## config.mk

```make
export PLATFORM = sky130hd
export DESIGN_NAME = alu16_flagged
export DESIGN_NICKNAME = d
export VERILOG_FILES = /design/src/rtl/alu16_pkg.sv /design/src/rtl/alu16_addsub.sv /design/src/rtl/alu16_bcd.sv /design/src/rtl/alu16_bitops.sv /design/src/rtl/alu16_flagged.sv
export SDC_FILE = /design/constraint.sdc
export NUM_CORES = 1
export LEC_CHECK = 0
export BUFFER_PORTS_ARGS = -buffer_cell sky130_fd_sc_hd__buf_2
export CAP_MARGIN = 10
export CORE_MARGIN = 5
export CORE_UTILIZATION = 43
export CTS_CLUSTER_SIZE = 40
export DETAILED_ROUTE_END_ITERATION = 6
export GPL_TIMING_DRIVEN = 0
export PLACE_DENSITY_LB_ADDON = 0.1
export SLEW_MARGIN = 30
export SYNTH_ARGS = -nofsm -noshare
export SYNTH_HDL_FRONTEND = slang
export SYNTH_SLANG_ARGS = --single-unit
```

## constraint.sdc

```tcl
create_clock -name clk -period 1.6 [get_ports clk]
set_input_delay 0.24 -clock clk [delete_from_list [all_inputs] [get_ports clk]]
set_output_delay 0.24 -clock clk [all_outputs]
set_load 0.02 [all_outputs]
```

## src/rtl/alu16_pkg.sv

```systemverilog
package alu16_pkg;

  typedef enum logic [3:0] {
    OP_ADD  = 4'd0,
    OP_ADDC = 4'd1,
    OP_SUB  = 4'd2,
    OP_SUBC = 4'd3,
    OP_AND  = 4'd4,
    OP_XOR  = 4'd5,
    OP_BIT  = 4'd6,
    OP_BIC  = 4'd7,
    OP_BIS  = 4'd8,
    OP_DADD = 4'd9,
    OP_SWAP = 4'd10,
    OP_SEXT = 4'd11,
    OP_SRA  = 4'd12,
    OP_RRC  = 4'd13,
    OP_SRL  = 4'd14,
    OP_CLR  = 4'd15
  } alu_op_e;

  // How an operation treats the status register
  typedef enum logic [1:0] {
    FC_HOLD,   // keep V N Z C
    FC_ARITH,  // V and C from the binary adder
    FC_LOGIC,  // V = 0, C = not Z
    FC_CARRY   // V = 0, C from the unit
  } flag_class_e;

  typedef struct packed {
    logic v;
    logic n;
    logic z;
    logic c;
  } alu_flags_t;

endpackage

```

## src/rtl/alu16_addsub.sv

```systemverilog
module alu16_addsub #(
  parameter int DATA_W = 16
) (
  input  logic [DATA_W-1:0] a,
  input  logic [DATA_W-1:0] b,
  input  logic              byte_mode,
  input  logic              subtract,
  input  logic              cin,
  output logic [DATA_W-1:0] sum,
  output logic              c_out,
  output logic              v_out
);
  localparam int HALF = DATA_W / 2;

  logic [DATA_W-1:0] a_m, b_m, b_x;
  logic [DATA_W:0]   total;
  logic              a_top, b_top, s_top;

  always_comb begin
    b_x   = subtract ? ~b : b;
    a_m   = byte_mode ? {{HALF{1'b0}}, a[HALF-1:0]}   : a;
    b_m   = byte_mode ? {{HALF{1'b0}}, b_x[HALF-1:0]} : b_x;
    total = {1'b0, a_m} + {1'b0, b_m} + {{DATA_W{1'b0}}, cin};
    sum   = byte_mode ? {{HALF{1'b0}}, total[HALF-1:0]} : total[DATA_W-1:0];
    c_out = byte_mode ? total[HALF] : total[DATA_W];
    a_top = byte_mode ? a_m[HALF-1]   : a_m[DATA_W-1];
    b_top = byte_mode ? b_m[HALF-1]   : b_m[DATA_W-1];
    s_top = byte_mode ? total[HALF-1] : total[DATA_W-1];
    v_out = (a_top == b_top) && (s_top != a_top);
  end
endmodule

```

## src/rtl/alu16_bcd.sv

```systemverilog
module alu16_bcd #(
  parameter int DATA_W = 16
) (
  input  logic [DATA_W-1:0] a,
  input  logic [DATA_W-1:0] b,
  input  logic              byte_mode,
  input  logic              cin,
  output logic [DATA_W-1:0] sum,
  output logic              c_out
);
  localparam int HALF   = DATA_W / 2;
  localparam int DIGITS = DATA_W / 4;
  localparam int BDIG   = HALF / 4;

  logic [DIGITS:0]   chain;
  logic [DATA_W-1:0] raw_sum;

  assign chain[0] = cin;

  for (genvar g = 0; g < DIGITS; g++) begin : g_digit
    logic [4:0] dsum;
    logic       over;
    always_comb begin
      dsum = {1'b0, a[4*g +: 4]} + {1'b0, b[4*g +: 4]} + {4'd0, chain[g]};
      over = (dsum > 5'd9);
    end
    assign raw_sum[4*g +: 4] = over ? (dsum[3:0] + 4'd6) : dsum[3:0];
    assign chain[g+1]        = over;
  end

  assign sum   = byte_mode ? {{HALF{1'b0}}, raw_sum[HALF-1:0]} : raw_sum;
  assign c_out = byte_mode ? chain[BDIG] : chain[DIGITS];
endmodule

```

## src/rtl/alu16_bitops.sv

```systemverilog
module alu16_bitops
  import alu16_pkg::*;
#(
  parameter int DATA_W = 16
) (
  input  alu_op_e           op,
  input  logic              byte_mode,
  input  logic [DATA_W-1:0] d,
  input  logic [DATA_W-1:0] s,
  input  logic              cin,
  output logic [DATA_W-1:0] res,
  output logic              c_out
);
  localparam int HALF = DATA_W / 2;

  logic [DATA_W-1:0] mask, d_m, shifted;
  logic              fill;

  always_comb begin
    mask  = byte_mode ? {{HALF{1'b0}}, {HALF{1'b1}}} : {DATA_W{1'b1}};
    d_m   = d & mask;
    c_out = d_m[0];
    unique case (op)
      OP_SRA:  fill = byte_mode ? d_m[HALF-1] : d_m[DATA_W-1];
      OP_RRC:  fill = cin;
      default: fill = 1'b0;
    endcase
    shifted = d_m >> 1;
    if (byte_mode) shifted[HALF-1]   = fill;
    else           shifted[DATA_W-1] = fill;

    unique case (op)
      OP_AND, OP_BIT:      res = d & s & mask;
      OP_XOR:              res = (d ^ s) & mask;
      OP_BIC:              res = d & ~s & mask;
      OP_BIS:              res = (d | s) & mask;
      OP_SWAP:             res = {d[HALF-1:0], d[DATA_W-1:HALF]};
      OP_SEXT:             res = {{HALF{d[HALF-1]}}, d[HALF-1:0]};
      OP_SRA, OP_RRC, OP_SRL: res = shifted;
      default:             res = '0;
    endcase
  end
endmodule

```

## src/rtl/alu16_flagged.sv

```systemverilog
module alu16_flagged
  import alu16_pkg::*;
#(
  parameter int DATA_W = 16
) (
  input  logic              clk,
  input  logic              rst_n,
  input  logic              op_valid,
  input  logic [3:0]        op_code,
  input  logic              byte_mode,
  input  logic [DATA_W-1:0] dst,
  input  logic [DATA_W-1:0] src,
  output logic [DATA_W-1:0] result,
  output logic [3:0]        flags
);
  localparam int HALF = DATA_W / 2;

  // reset: asserted asynchronously, released on the clock
  logic [1:0] rst_pipe;
  logic       rst_core_n;

  always_ff @(posedge clk or negedge rst_n) begin
    if (!rst_n) rst_pipe <= 2'b00;
    else        rst_pipe <= {rst_pipe[0], 1'b1};
  end
  assign rst_core_n = rst_pipe[1];

  alu_op_e     op;
  alu_flags_t  flg_q, flg_d;
  logic [DATA_W-1:0] res_q, res_d;

  logic [DATA_W-1:0] add_sum, bcd_sum, bit_res, pick;
  logic              add_c, add_v, bcd_c, bit_c;
  logic              is_sub, add_cin, word_only, eff_byte, top_bit;
  flag_class_e       fclass;
  logic              res_en, flg_en;

  assign op = alu_op_e'(op_code);

  always_comb begin
    is_sub = (op == OP_SUB) || (op == OP_SUBC);
    unique case (op)
      OP_ADD:  add_cin = 1'b0;
      OP_SUB:  add_cin = 1'b1;
      default: add_cin = flg_q.c;
    endcase
    word_only = (op == OP_SWAP) || (op == OP_SEXT);
    eff_byte  = byte_mode && !word_only;
  end

  alu16_addsub #(.DATA_W(DATA_W)) addsub_i (
    .a(dst), .b(src), .byte_mode(eff_byte), .subtract(is_sub), .cin(add_cin),
    .sum(add_sum), .c_out(add_c), .v_out(add_v)
  );

  alu16_bcd #(.DATA_W(DATA_W)) bcd_i (
    .a(dst), .b(src), .byte_mode(eff_byte), .cin(flg_q.c),
    .sum(bcd_sum), .c_out(bcd_c)
  );

  alu16_bitops #(.DATA_W(DATA_W)) bitops_i (
    .op(op), .byte_mode(eff_byte), .d(dst), .s(src), .cin(flg_q.c),
    .res(bit_res), .c_out(bit_c)
  );

  // operation -> value and flag class
  always_comb begin
    unique case (op)
      OP_ADD, OP_ADDC, OP_SUB, OP_SUBC: begin pick = add_sum; fclass = FC_ARITH; end
      OP_AND, OP_XOR, OP_BIT, OP_SEXT:  begin pick = bit_res; fclass = FC_LOGIC; end
      OP_BIC, OP_BIS, OP_SWAP:          begin pick = bit_res; fclass = FC_HOLD;  end
      OP_DADD:                          begin pick = bcd_sum; fclass = FC_CARRY; end
      OP_SRA, OP_RRC, OP_SRL:           begin pick = bit_res; fclass = FC_CARRY; end
      default:                          begin pick = '0;      fclass = FC_HOLD;  end
    endcase
    top_bit = eff_byte ? pick[HALF-1] : pick[DATA_W-1];
  end

  // next state
  always_comb begin
    res_en = op_valid && (op != OP_BIT);
    flg_en = op_valid && (fclass != FC_HOLD);
    res_d  = res_en ? pick : res_q;
    flg_d  = flg_q;
    if (flg_en) begin
      flg_d.n = top_bit;
      flg_d.z = (pick == '0);
      unique case (fclass)
        FC_ARITH: begin flg_d.v = add_v; flg_d.c = add_c;            end
        FC_LOGIC: begin flg_d.v = 1'b0;  flg_d.c = (pick != '0);     end
        default:  begin flg_d.v = 1'b0;  flg_d.c = (op == OP_DADD) ? bcd_c : bit_c; end
      endcase
    end
  end

  // registers
  always_ff @(posedge clk or negedge rst_core_n) begin
    if (!rst_core_n) begin
      res_q <= '0;
      flg_q <= '0;
    end else begin
      res_q <= res_d;
      flg_q <= flg_d;
    end
  end

  assign result = res_q;
  assign flags  = flg_q;
endmodule

```

# Yosys cells after proc, flatten, opt, wreduce, memory -nomap -nowiden
# Cells that the tools add are included.
dict set report classes {
  add_sub_neg 14
  n_lt_le_gt_ge 4
  n_eq_ne 19
  n_mux 27
  n_bitwise 10
  n_reduce_logical 17
}
# cell count
set op_table {}
lappend op_table {{$and 16x16->16} 7}
lappend op_table {{$pmux 16 s7} 1}
lappend op_table {{$mux 16} 6}
lappend op_table {{$pmux 16 s3} 1}
lappend op_table {{$eq 4x4->1 const B} 7}
lappend op_table {{$add 4x4->5} 4}
lappend op_table {{$add 5x1->5} 4}
lappend op_table {{$gt 5x4->1 const B} 4}
lappend op_table {{$add 16x16->17} 1}
lappend op_table {{$add 17x1->17} 1}
lappend op_table {{$add 4x3->4 const B} 4}
lappend op_table {{$eq 4x3->1 const B} 4}
lappend op_table {{$logic_not 16->1} 1}
lappend op_table {{$mux 4} 4}
lappend op_table {{$not 16->16} 1}
lappend op_table {{$or 16x16->16} 1}
lappend op_table {{$reduce_bool 16->1} 1}
lappend op_table {{$xor 16x16->16} 1}
lappend op_table {{$reduce_or 4->1} 3}
lappend op_table {{$mux 1} 11}
lappend op_table {{$reduce_or 10->1} 1}
lappend op_table {{$eq 4x2->1 const B} 2}
lappend op_table {{$pmux 1 s2} 3}
lappend op_table {{$pmux 2 s3} 1}
lappend op_table {{13 further kinds} 17}
dict set report totals {
  register_bits 22
  input_bits 40
  wordCells 97
}

# Depth between registers and ports, before layout
dict set report depth {
  word_depth 14
  ltp_mapped 31
}

# Cells and area by module
# From an unflattened synthesis, not the netlist that was laid out.
dict set report hier_totals {
  hier_cells 681
  hier_area_um2 5193.7
}
# module n_inst cells_per_inst area_per_inst_um2 seq_area_each_um2
set by_module_without_submodules {}
lappend by_module_without_submodules {alu16_flagged 1 181 1526.5 550.5}
lappend by_module_without_submodules {alu16_bitops 1 223 1520.2 0.0}
lappend by_module_without_submodules {alu16_addsub 1 160 1174.9 0.0}
lappend by_module_without_submodules {alu16_bcd 1 117 972.2 0.0}

# Worst setup path before layout
# No wires, ideal clock.
dict set report synth_timing {
  kind {register -> register}
  start {reg flg_q, in the netlist flags[0]}
  end {reg flg_q, in the netlist flags[0]}
  setup_ns 0.119
  arrival_time_ns 8.045
  path_slack_ns -6.563
  path_stages_with_launch 30
  period_less_slack_ns 8.163
  cell_sequence {dfrtp_1 > fa_1 > fa_1 > xnor2_1 > ha_1 > nor2b_1 > nor2b_1 > mux2i_2 > o21ai_0 > fa_1 > fa_1 > xnor2_1 > ha_1 > nand2b_1 > a31o_2 > fa_1 > fa_1 > xnor2_1 > and2_1 > o31a_1 > fa_1 > fa_1 > xor2_1 > ha_1 > o21ai_0 > a311oi_2 > o22ai_1 > a211o_1 > or4_1 > o21a_1}
}
dict set report synth_via {
  elab_chain_len 13
  word_cells_on_any_way 30
}
# item line_no
set synth_rtl {}
lappend synth_rtl {{start: declaration} alu16_flagged.sv:29} ;# alu_flags_t flg_q, flg_d;
lappend synth_rtl {{start signal: assignment} alu16_flagged.sv:103} ;# flg_q <= flg_d;
lappend synth_rtl {{$add 5x1->5} alu16_bcd.sv:24} ;# dsum = {1'b0, a[4*g +: 4]} + {1'b0, b[4*g +: 4]} + {4'd0, chain[g]};
lappend synth_rtl {{$gt 5x4->1} alu16_bcd.sv:25} ;# over = (dsum > 5'd9);
lappend synth_rtl {{$add 5x1->5} alu16_bcd.sv:24}
lappend synth_rtl {{$gt 5x4->1} alu16_bcd.sv:25}
lappend synth_rtl {{$add 5x1->5} alu16_bcd.sv:24}
lappend synth_rtl {{$gt 5x4->1} alu16_bcd.sv:25}
lappend synth_rtl {{$add 5x1->5} alu16_bcd.sv:24}
lappend synth_rtl {{$add 4x3->4 or $gt 5x4->1 (tied branches)} {alu16_bcd.sv:27, alu16_bcd.sv:25}}
lappend synth_rtl {{$mux 4} alu16_bcd.sv:27} ;# assign raw_sum[4*g +: 4] = over ? (dsum[3:0] + 4'd6) : dsum[3:0];
lappend synth_rtl {{$mux 16} alu16_bcd.sv:31} ;# assign sum = byte_mode ? {{HALF{1'b0}}, raw_sum[HALF-1:0]} : raw_sum;
lappend synth_rtl {{$pmux 16 s3} alu16_flagged.sv:68} ;# unique case (op)
lappend synth_rtl {{$reduce_bool 16->1} alu16_flagged.sv:90} ;# FC_LOGIC: begin flg_d.v = 1'b0; flg_d.c = (pick != '0); end
lappend synth_rtl {{$pmux 1 s2 *} alu16_flagged.sv:88} ;# unique case (fclass)
# Mark *: on every way between the ends. The rest lies on a longest branch, timed or not.
# A chain may end at the register's enable or synchronous reset.

# Worst setup path after layout
# Ends and elaborated chain as after synthesis.

==> impl_metrics.py <==
metrics = {
    "setup_path": {
        "cp-end-kind": "flip-flop",
        "start_kind": "flip-flop",
        "required_ns": 1.75,
        "cp_common_cell": "fa_2",
        "crit_fanout": 3,
        "cpPeakStageDelay_ns": 0.57,
        "crit_type": "reg -> reg",
        "r2r-end": "flags[0]$_DFFE_PN0P_",
        "r2r_setup_slack_ns": -6.24,
        "r2r-start": "flags[0]$_DFFE_PN0P_",
        "reg2reg_depth": 29,
        "arrival_ns": 7.99,
        "critical_path.slowest_cell": "fa_2",
    },
    "floorplan": {
        "start_util_pct": 43.79,
        "dieArea_um2": 13240,
        "die_w_um": 115.1,
        "row_count": 38,
        "io_pins": 60,
        "die_h_um": 115.1,
        "fp.coreArea_um2": 10840,
    },
    "placement": {
        "gp_congestion": 0.9708,
        "numPortBuffers": 57,
        "placed_cell_area_um2": 5395,
        "hpwl_mm": 13.83,
    },
    "route": {
        "first_iter_violations": 525,
        "viasPerCell": 6.126,
        "ant_nets": 0,
        "drc": 0,
        "drt_first_pass_iters": 5,
        "wl_per_cell_um": 20.62,
        "num_vias": 5526,
        "wl_mm": 18.60,
    },
    "timing": {
        "setup_viol_count_final": 20,
        "min_period_ns": 7.839,
        "min_period_over_period_pct": 490.0,
        "slew_headroom_pct": 32.10,
        "tns_ns": -73.57,
        "skew_ns": 0.001996,
        "hold_violations": 0,
        "tightest_slew_ns": 1.005,
        "fmaxAchievable_ghz": 0.1276,
        "rsz0062_at_grt": "yes",
        "worst_slack_ns": -6.239,
        "maxSlewViolCount": 0,
    },
    "global_route": {
        "grt_use_met3_pct": 2.789,
        "grt_overflow": 0,
        "grt.total_usage_pct": 27.32,
        "grt_busiest_layer": "met2",
        "grt_pass1_wl_mm": 28.51,
        "grt_start_max_net_pins": 21,
        "grt_use_met1_pct": 36.33,
        "first_global_vias": 5297,
        "met2_usage_pct": 44.21,
        "antenna_found_initial": 0,
    },
    "synth": {
        "synth_compound_area_share_pct": 28.36,
        "syn_nets": 731,
        "synth.mux.area_fraction_pct": 5.693,
        "yosys_register_bits": 22,
        "synth_top_family_by_area": "compound AO/OA/AOI/OAI gates",
        "ys_types": 87,
        "synth-xor-area-share_pct": 6.642,
        "avgSynthCellArea_um2": 7.535,
        "synth_ff_type": "dfrtp_1",
        "mappedNetlistArea_um2": 4747,
        "synth-async-reset-ratio_pct": 100.0,
        "synth_edf_count": 0,
        "synthCells": 630,
        "yosys_warnings": 0,
        "synthAdderAreaFrac_pct": 17.66,
        "ys_seq_area_share_pct": 11.60,
        "yosys.area_share.simple_pct": 22.32,
    },
    "job": {
        "cap_violations": 0,
    },
    "run_status": {
        "status": "finished, violations left",
        "violations": "negative setup slack",
    },
    "final_layout": {
        "fin_area_um2": 6540,
        "nets": 864,
        "syn2layout_area_growth_pct": 37.77,
        "fill_cells": 984,
        "drive_above_1_share_pct": 35.04,
        "antenna_cells": 0,
    },
    "min_path": {
        "hp-class": "in -> async",
    },
    "clocking": {
        "clk_latency_ns": 0.26,
        "cts_root_buffer": "clkbuf_8",
        "cts.sinks": 22,
        "clkTransAtPathRegs_ns": 0.07,
        "cts_made_buffers": 3,
        "cts_buffer_depth": 2,
        "cts_tree": "built",
        "htree_levels": 1,
    },
    "pwr": {
        "p_leak_nw": 3.002,
        "power_density_nw_per_um2": 673.3,
        "ir_drop_mv": 0.5484,
    },
}
[layout make-up]
type                            count  area [µm²]  area share [%]
Multi-Input combinational cell    530        4403           67.32
Buffer                             27       275.3           4.209
Clock buffer                        4       55.05          0.8418
Sequential cell                    22       551.8           8.437
Timing Repair Buffer              131       899.6           13.76
Tap cell                          140       175.2           2.678
Inverter                           48       180.2           2.755
[stage by stage]
step	hold WS (ns)	setup slack, ns	utilization [%]	std cells	total power [W]
after floorplan	-0.05559	-5.892	-	630	0.002462
after global placement	0.02470	-6.656	49.77	827	0.003104
after detailed placement	0.02826	-6.769	49.77	827	0.003146
after CTS	0.2748	-6.279	56.78	878	0.004179
after global routing	0.2921	-6.480	60.33	902	0.004709
final	0.2864	-6.239	60.33	902	0.004403
[worst max-delay path: cells and delay by family, from the launching register on]
kind | cells | cell delay [ns]
mux | 1 | 0.21
simple gates | 5 | 0.90
compound gates | 8 | 1.63
flops | 1 | 0.45
fa+ha+maj | 11 | 3.94
buf+inv | 1 | 0.04
xor+xnor | 3 | 0.54
[what timing repair did]
| item | 4_1_cts | 5_1_grt |
|---|---|---|
| hold endpoints to repair | 2 | 0 |
| resized for setup | 71 | 39 |
| hold buffers | 1 | 0 |
| endpoints found under the setup margin | 20 | 20 |
| pin swaps | 33 | 36 |
| setup buffers | 48 | 40 |
[synth_stat cells, types with 3 or more instances]
cell type  instances  area share, %
nand2_1           63            5.0
nor2_1            54            4.3
a21oi_1           51            5.4
ha_1              51             13
inv_1             47            3.7
o21ai_0           42            4.4
xnor2_1           31            5.7
dfrtp_1           22             12
nand3_1           14            1.5
mux2_2            13            3.1
buf_2             11            1.2
mux2i_1           11            2.3
fa_1              10            4.2
nand2b_1          10            1.3
nor3_1            10            1.1
o22ai_1            9            1.2
a31oi_1            8            1.1
nor2b_1            8            1.1
a211o_1            7            1.3
buf_4              7            1.1
o211ai_1           7            1.1
a211oi_1           6           0.95
a21o_1             6           0.95
clkbuf_1           6           0.47
nor4_1             6           0.79
a22oi_1            5           0.79
nand3b_1           5           0.79
xor2_1             5           0.92
buf_6              4           0.95
nand4_1            4           0.53
or3_1              4           0.53
a2111oi_0          3           0.55
a21boi_0           3           0.47
a221oi_1           3           0.55
a22o_1             3           0.55
a31o_2             3           0.55
a32o_1             3           0.63
a32oi_1            3           0.55
and3_1             3           0.40
nor3b_1            3           0.47
o21a_1             3           0.47
o31a_1             3           0.55
o32ai_1            3           0.55
or2_2              3           0.40
[worst max-delay path by stage]
stage | cells after the start | endpoint | slack (ns) | from
detailed placement | 29 | flags[0]$_DFFE_PN0P_ | -6.77 | flags[0]$_DFFE_PN0P_
finish | 29 | flags[0]$_DFFE_PN0P_ | -6.24 | flags[0]$_DFFE_PN0P_
global route | 29 | flags[0]$_DFFE_PN0P_ | -6.48 | flags[0]$_DFFE_PN0P_
CTS | 29 | flags[0]$_DFFE_PN0P_ | -6.28 | flags[0]$_DFFE_PN0P_
global placement | 29 | flags[0]$_DFFE_PN0P_ | -6.66 | flags[0]$_DFFE_PN0P_
floorplan | 29 | flags[0]$_DFFE_PN0P_ | -5.89 | flags[0]$_DFFE_PN0P_
[report_power, final]
group | internal, W | switching (W)
registers | 0.000650 | 0.0000617
logic | 0.00156 | 0.00175
clock network | 0.000219 | 0.000169
total | 0.00243 | 0.00198
[cells by family after synthesis]
family                     Yosys count
AOI/OAI and AO/OA                  198
xor gates and xnor gates            36
adders and majority gates           61
buffers and inverters               78
DFF                                 22
muxes                               25
other                                1
and+or+nand+nor                    209
[layout by cell type (no fill, tap or decap), types with 5 or more instances in the layout]
cell      instances
nand2_1          60
a211o_1           6
buf_8             9
xnor2_4           5
a21o_1            6
buf_6             8
inv_1            42
ha_4              5
o211ai_1          7
fa_2              9
xnor2_1          24
o21ai_2           6
a22oi_1           5
nand3b_1          5
buf_12            5
a211oi_1          6
mux2_2            9
a31oi_1           8
a21oi_1          44
nand2b_1          9
dfrtp_1          21
nor2_1           48
nor2b_1           6
buf_4            68
nor3_1           10
o22ai_1           8
mux2i_1          10
inv_2             6
buf_2            61
o21ai_1           9
o21ai_0          26
ha_1             42
nand3_1          12
[registers in the layout (all words and copies together), names as in the netlist]
signal and cells:
flags 4, rst_pipe 2, result 16
[layer usage]
layer / up-vias / share of wire, % / routed length, µm
met4: 0 / 4.9 / 914
met1: 2640 / 41 / 7710
met5: - / 0 / 0
li1: 2565 / - / -
met3: 60 / 7.3 / 1367
met2: 261 / 46 / 8607
Power figures use the tool's default switching activity.
